===== config.mk =====
export PLATFORM = sky130hd
export DESIGN_NAME = tri_carrier_timebase
export DESIGN_NICKNAME = d
export VERILOG_FILES = /design/src/rtl/tc_pkg.sv /design/src/rtl/tc_bounds.sv /design/src/rtl/tc_ramp.sv /design/src/rtl/tc_compare.sv /design/src/rtl/tri_carrier_timebase.sv
export SDC_FILE = /design/constraint.sdc
export NUM_CORES = 1
export LEC_CHECK = 0
export BUFFER_PORTS_ARGS = -buffer_cell sky130_fd_sc_hd__clkbuf_2
export CAP_MARGIN = 20
export CORE_MARGIN = 2
export CORE_UTILIZATION = 53
export CTS_BUF_LIST = sky130_fd_sc_hd__clkbuf_8
export DETAILED_ROUTE_END_ITERATION = 6
export GPL_ROUTABILITY_DRIVEN = 0
export PLACE_DENSITY = 0.85
export SLEW_MARGIN = 20
export SYNTH_ARGS = -nofsm -noshare
export SYNTH_HDL_FRONTEND = slang
export SYNTH_SLANG_ARGS = --single-unit

===== constraint.sdc =====
create_clock -name clk -period 3.4 [get_ports clk]
set_input_delay 0.17 -clock clk [delete_from_list [all_inputs] [get_ports clk]]
set_output_delay 0.17 -clock clk [all_outputs]
set_load 0.02 [all_outputs]

===== src/rtl/tc_pkg.sv =====
package tc_pkg;
  typedef enum logic {
    DIR_DOWN = 1'b0,
    DIR_UP   = 1'b1
  } dir_e;
endpackage


===== src/rtl/tc_bounds.sv =====
module tc_bounds #(
  parameter int DW   = 16,
  parameter int CNTW = DW + 2
) (
  input  logic [DW-1:0]   dead_time,
  input  logic [DW-1:0]   period,
  output logic [CNTW-1:0] floor_o,
  output logic [CNTW-1:0] ceil_o,
  output logic [CNTW-1:0] per_o
);
  function automatic logic [CNTW-1:0] floor_of(input logic [DW-1:0] dt);
    return {1'b0, dt, 1'b0};
  endfunction

  function automatic logic [CNTW-1:0] widen(input logic [DW-1:0] v);
    return {2'b00, v};
  endfunction

  function automatic logic [CNTW-1:0] ceil_of(input logic [DW-1:0] per,
                                               input logic [CNTW-1:0] fl);
    return widen(per) + fl;
  endfunction

  always_comb begin
    floor_o = floor_of(dead_time);
    per_o   = widen(period);
    ceil_o  = ceil_of(period, floor_o);
  end
endmodule


===== src/rtl/tc_ramp.sv =====
module tc_ramp
  import tc_pkg::*;
#(
  parameter int CNTW = 18
) (
  input  logic            clk,
  input  logic            rst_n,
  input  logic            run,
  input  logic [CNTW-1:0] floor_i,
  input  logic [CNTW-1:0] ceil_i,
  output logic [CNTW-1:0] count_o,
  output logic            dir_up_o,
  output logic            at_top_o,
  output logic            at_bot_o
);
  logic [CNTW-1:0] cnt_q, cnt_d;
  dir_e            dir_q, dir_d;
  logic            flat;

  always_comb begin
    at_top_o = (dir_q == DIR_UP)   && (cnt_q >= ceil_i);
    at_bot_o = (dir_q == DIR_DOWN) && (cnt_q <= floor_i);
    flat     = (ceil_i == floor_i);
    cnt_d    = cnt_q;
    dir_d    = dir_q;
    if (!run) begin
      cnt_d = floor_i;
      dir_d = DIR_UP;
    end else if (at_top_o) begin
      if (flat) begin
        cnt_d = ceil_i;
        dir_d = DIR_UP;
      end else begin
        cnt_d = cnt_q - 1'b1;
        dir_d = DIR_DOWN;
      end
    end else if (at_bot_o) begin
      cnt_d = cnt_q + 1'b1;
      dir_d = DIR_UP;
    end else if (dir_q == DIR_UP) begin
      cnt_d = cnt_q + 1'b1;
    end else begin
      cnt_d = cnt_q - 1'b1;
    end
  end

  always_ff @(posedge clk or negedge rst_n) begin
    if (!rst_n) begin
      cnt_q <= '0;
      dir_q <= DIR_UP;
    end else begin
      cnt_q <= cnt_d;
      dir_q <= dir_d;
    end
  end

  assign count_o  = cnt_q;
  assign dir_up_o = (dir_q == DIR_UP);
endmodule


===== src/rtl/tc_compare.sv =====
module tc_compare #(
  parameter int NPH  = 3,
  parameter int CNTW = 18
) (
  input  logic                     run,
  input  logic                     dir_up,
  input  logic [CNTW-1:0]          count,
  input  logic [CNTW-1:0]          floor_i,
  input  logic [CNTW-1:0]          per_i,
  input  logic [NPH-1:0][CNTW-1:0] cmp_com,
  input  logic [NPH-1:0][CNTW-1:0] cmp_up,
  input  logic [NPH-1:0][CNTW-1:0] cmp_dn,
  output logic [NPH-1:0]           match_com,
  output logic [NPH-1:0]           match_up,
  output logic [NPH-1:0]           match_dn,
  output logic                     match_per,
  output logic                     match_floor
);
  function automatic logic hit(input logic en, input logic [CNTW-1:0] a,
                               input logic [CNTW-1:0] b);
    return en && (a == b);
  endfunction

  logic en_any, en_rise, en_fall;
  assign en_any  = run;
  assign en_rise = run && dir_up;
  assign en_fall = run && !dir_up;

  for (genvar p = 0; p < NPH; p++) begin : g_phase
    assign match_com[p] = hit(en_any,  count, cmp_com[p]);
    assign match_up[p]  = hit(en_rise, count, cmp_up[p]);
    assign match_dn[p]  = hit(en_fall, count, cmp_dn[p]);
  end

  assign match_per   = hit(en_rise, count, per_i);
  assign match_floor = hit(en_fall, count, floor_i);
endmodule


===== src/rtl/tri_carrier_timebase.sv =====
module tri_carrier_timebase #(
  parameter int DW   = 16,
  parameter int NPH  = 3,
  localparam int CNTW = DW + 2
) (
  input  logic                     clk,
  input  logic                     rst_n,
  input  logic                     run,
  input  logic [DW-1:0]            dead_time,
  input  logic [DW-1:0]            period,
  input  logic [NPH-1:0][CNTW-1:0] cmp_com,
  input  logic [NPH-1:0][CNTW-1:0] cmp_up,
  input  logic [NPH-1:0][CNTW-1:0] cmp_dn,
  output logic [CNTW-1:0]          count,
  output logic                     dir_up,
  output logic [NPH-1:0]           match_com,
  output logic [NPH-1:0]           match_up,
  output logic [NPH-1:0]           match_dn,
  output logic                     match_per,
  output logic                     match_floor
);
  logic [CNTW-1:0] floor_w, ceil_w, per_w;
  logic            turn_top, turn_bot;

  tc_bounds #(.DW(DW), .CNTW(CNTW)) u_bounds (
    .dead_time (dead_time),
    .period    (period),
    .floor_o   (floor_w),
    .ceil_o    (ceil_w),
    .per_o     (per_w)
  );

  tc_ramp #(.CNTW(CNTW)) u_ramp (
    .clk      (clk),
    .rst_n    (rst_n),
    .run      (run),
    .floor_i  (floor_w),
    .ceil_i   (ceil_w),
    .count_o  (count),
    .dir_up_o (dir_up),
    .at_top_o (turn_top),
    .at_bot_o (turn_bot)
  );

  tc_compare #(.NPH(NPH), .CNTW(CNTW)) u_cmp (
    .run         (run),
    .dir_up      (dir_up),
    .count       (count),
    .floor_i     (floor_w),
    .per_i       (per_w),
    .cmp_com     (cmp_com),
    .cmp_up      (cmp_up),
    .cmp_dn      (cmp_dn),
    .match_com   (match_com),
    .match_up    (match_up),
    .match_dn    (match_dn),
    .match_per   (match_per),
    .match_floor (match_floor)
  );
endmodule


==> qor.csv <==
stage;metric;value;unit
floorplanning;coreArea;11370;um2
power;p_leak;4.184;nW
logic_synthesis;synthArstFlopShare;100.0;%
global_routing;first_global_vias;7420;
timing;fin_crit_sh;109.5;%
clock_tree;root_buffer;clkbuf_8;
worst_hold_path;hold_class;in2reg;
finish;antenna_cells;0;
worst_hold_path;hold_depth;3;
timing;drv_slew;0;
logic_synthesis;yosys_warnings;0;
worst_setup_path;cp.depth;20;
logic_synthesis;synth-compound-area-share;17.03;%
route;ant_nets;0;
timing;max-slew-margin-rel;50.69;%
worst_setup_path;reg2regPathDepth;11;
timing;clock-skew-final;0.002859;ns
placed_design;dp.final_hpwl;19190;um
finish;syn2layout_area_growth;37.10;%
floorplanning;std_cell_rows;39;
clock_tree;ctsLongestPathBuffers;2;
worst_setup_path;crit_path_cell_trace;buf_8, ha_4, inv_2, fa_2, and2b_2, o21ai_4, a2111oi_4, o22ai_2, mux2i_2, a21o_1, nand2_2, ha_4, o21a_1, o21ai_0, a21o_1, o21a_2, nor4_2, a31oi_1, xor2_1, mux2i_1;
clock_tree;cts.htree.levels;1;
worst_setup_path;critical_path_arrival;3.90;ns
floorplanning;die_area;12530;um2
power;ir_drop;393.6;uV
worst_setup_path;critPathLaunchType;primary input;
placed_design;io_buffers;226;
timing;min_period;3.722;ns
route;wl_per_cell;19.99;um
clock_tree;tritoncts;done;
worst_setup_path;crit_path_max_fanout;5;
route;wirelength;24820;um
global_routing;track_usage;36.70;%
worst_setup_path;end_kind;flip-flop;
route;first_pass_iters;5;
worst_setup_path;crit_family;compound AO/OA/AOI/OAI gates;
logic_synthesis;synth_edf_count;0;
logic_synthesis;synthXorXnorAreaFrac;33.81;%
logic_synthesis;syn_inst;796;
timing;setup_viol;19;
logic_synthesis;synth.mux.area_fraction;3.466;%
finish;final.fill_count;804;
clock_tree;worstSkewPairLatency;0.26;ns
global_routing;grt_pass1_wl;37000;um
finish;layout.nets;1349;
timing;fmax;0.2686;GHz
logic_synthesis;synth.avg_cell_area;7.754;um2
floorplanning;die_height;111.9;um
global_routing;overflow;0;
route;first_iter_violations;865;
route;drc;0;
floorplanning;initial_core_util;54.29;%
finish;drive_gt1_share;37.03;%
logic_synthesis;synth-seq-cells;19;
logic_synthesis;synth_ff_type;dfrtp_1;
route;vias;7641;
worst_setup_path;slowest_stage;fa_2;
status;outcome;finished with violations;
route;vias_per_cell;6.152;
power;finalPower;0.004329;W
clock_tree;cts.sinks;19;
status;failed_checks;negative setup slack;
worst_setup_path;required;3.58;ns
finish;layout_commonest_cell;clkbuf_2;
logic_synthesis;synth_top_family_by_area;XOR/XNOR gates;
floorplanning;ioPinCount;227;
logic_synthesis;synthSimpleGateAreaFrac;21.39;%
timing;worst_slack;-0.3224;ns
job;maxCapViolations;0;
worst_setup_path;crit_type;in2reg;
finish;layout_common_cells;clkbuf_2, xor2_1, buf_4;
clock_tree;cts_buffers;3;
logic_synthesis;synth_fa_ha_area_share;10.66;%
worst_setup_path;critPathMaxStageDelay;0.36;ns
global_routing;grt_max_degree;23;
logic_synthesis;synthesis.nets;1045;
worst_setup_path;crit_buf_inv;2;
logic_synthesis;yosysSeqAreaShare;7.723;%
global_routing;grt_antenna_before_repair;0;
timing;finalHoldViolCount;0;
timing;max_slew.worst_pin.slew;0.7334;ns
clock_tree;cts.clk_slew.worst_paths;0.08;ns
power;p_per_area;511.6;nW/um2
logic_synthesis;netlist_area;6172;um2
timing;tns;-3.805;ns
logic_synthesis;synthDistinctLibCells;82;
timing;rsz0062_at_grt;yes;
floorplanning;die_w;111.9;um
==> path summary, 6_finish.rpt <==
kind	from	slack, ns	endpoint
hold / removal	dead_time[13]	0.24	u_ramp.count_o[14]$_DFF_PN0_
min in group asynchronous	rst_n	0.41	u_ramp.count_o[5]$_DFF_PN0_
setup / recovery	dead_time[0]	-0.32	u_ramp.count_o[16]$_DFF_PN0_
max in group asynchronous	rst_n	2.62	u_ramp.dir_up_o$_DFFE_PN1P_
hold reg to reg	u_ramp.count_o[0]$_DFF_PN0_	0.77	u_ramp.count_o[0]$_DFF_PN0_
setup reg to reg	u_ramp.count_o[0]$_DFF_PN0_	0.18	u_ramp.count_o[14]$_DFF_PN0_
==> worst register-to-register path, cell delays in order (launching register included) <==
cell and delay, ns:
dfrtp_1 0.38, inv_1 0.18, ha_1 0.29, or3b_2 0.53
or3_1 0.46, nor3_1 0.27, nand2_1 0.15, nor4_1 0.25
nand2_1 0.12, xor2_1 0.16, mux2_2 0.27, o21ai_1 0.11
==> cell usage after synthesis (3+ instances only) <==
| cell | n | share of area [%] |
|---|---|---|
| buf_1 | 11 | 0.67 |
| inv_1 | 33 | 2.0 |
| o31ai_1 | 3 | 0.36 |
| buf_4 | 4 | 0.49 |
| a21o_1 | 15 | 1.8 |
| nand2_1 | 39 | 2.4 |
| nand4_1 | 19 | 1.9 |
| buf_2 | 4 | 0.32 |
| buf_6 | 3 | 0.55 |
| ha_1 | 51 | 10 |
| o22ai_1 | 5 | 0.51 |
| nand2b_1 | 6 | 0.61 |
| or3_1 | 4 | 0.41 |
| mux2i_1 | 12 | 1.9 |
| a211oi_1 | 8 | 0.97 |
| o21ai_0 | 28 | 2.3 |
| dfrtp_1 | 18 | 7.3 |
| xnor3_1 | 4 | 1.5 |
| nor4_1 | 54 | 5.5 |
| mux2_2 | 7 | 1.3 |
| xor2_1 | 184 | 26 |
| nand3_1 | 25 | 2.0 |
| clkbuf_1 | 30 | 1.8 |
| a221oi_1 | 3 | 0.43 |
| xnor2_1 | 44 | 6.2 |
| o21a_1 | 5 | 0.61 |
| o211ai_1 | 3 | 0.36 |
| nor3_1 | 11 | 0.89 |
| a22oi_1 | 7 | 0.85 |
| and3_1 | 6 | 0.61 |
| a31oi_1 | 6 | 0.61 |
| nor2_1 | 47 | 2.9 |
| or4_1 | 4 | 0.49 |
| a21oi_1 | 31 | 2.5 |
| nor2b_1 | 3 | 0.30 |
==> layer usage <==
| metal | share of wire, % | wire length, um | GRT usage [%] | vias up |
|---|---|---|---|---|
| met5 | 0 | 0 | 0 | - |
| met4 | 4.6 | 1144 | 13.42 | 0 |
| met3 | 12 | 2930 | 7.676 | 133 |
| met2 | 46 | 11350 | 60.73 | 591 |
| met1 | 38 | 9398 | 47.27 | 3458 |
| li1 | - | - | - | 3459 |
==> sequential cells by signal, summed over array words and instances, names as in the netlist <==
| name | cells |
|---|---|
| u_ramp.count_o | 18 |
| u_ramp.dir_up_o | 1 |
==> per-stage QoR <==
| step | util, % | hold slack, ns | worst slack [ns] | area (um2) | std cells |
|---|---|---|---|---|---|
| floorplan | - | -0.1256 | -0.1683 | 6241 | 796 |
| global route | 74.43 | 0.2703 | -0.5019 | 8462 | 1242 |
| CTS | 73.18 | 0.2486 | -0.1832 | 8320 | 1236 |
| global placement | 71.71 | 0.1609 | -0.3562 | 8153 | 1227 |
| finish | 74.43 | 0.2445 | -0.3224 | 8462 | 1242 |
| detailed placement | 71.71 | 0.1615 | -0.5409 | 8153 | 1227 |
==> report_power, final <==
part | leakage, nW | total (W) | switching [W] | internal [W]
Combinational | 3.93 | 0.00376 | 0.00221 | 0.00155
Sequential | 0.223 | 0.000407 | 0.0000987 | 0.000308
Clock | 0.0269 | 0.000165 | 0.0000844 | 0.0000806
Total | 4.18 | 0.00433 | 0.00239 | 0.00194
==> cells by family after synthesis <==
logic type,after synthesis
AOI/OAI and AO/OA,147
xor gates and xnor gates,232
adders and majority gates,52
buffers and inverters,86
DFF,19
muxes,20
and+or+nand+nor,240
==> timing repair <==
action	4_1_cts	5_1_grt
endpoints found under the hold margin	18	0
pin swaps	7	11
hold buffers	1	0
resized for setup	21	25
buffers inserted	4	6
endpoints found under the setup margin	18	19
==> cell type report <==
type,count,area [um2],share of cell area (%)
multi-input cells,691,5519,65.22
repair buffers,351,2115,24.99
flip-flops and latches,19,476.7,5.634
well taps,143,178.9,2.114
inverters,34,127.6,1.508
clock buffers,3,41.29,0.4879
clock inverters,1,3.754,0.04436
(Power assumes the default switching activity.)
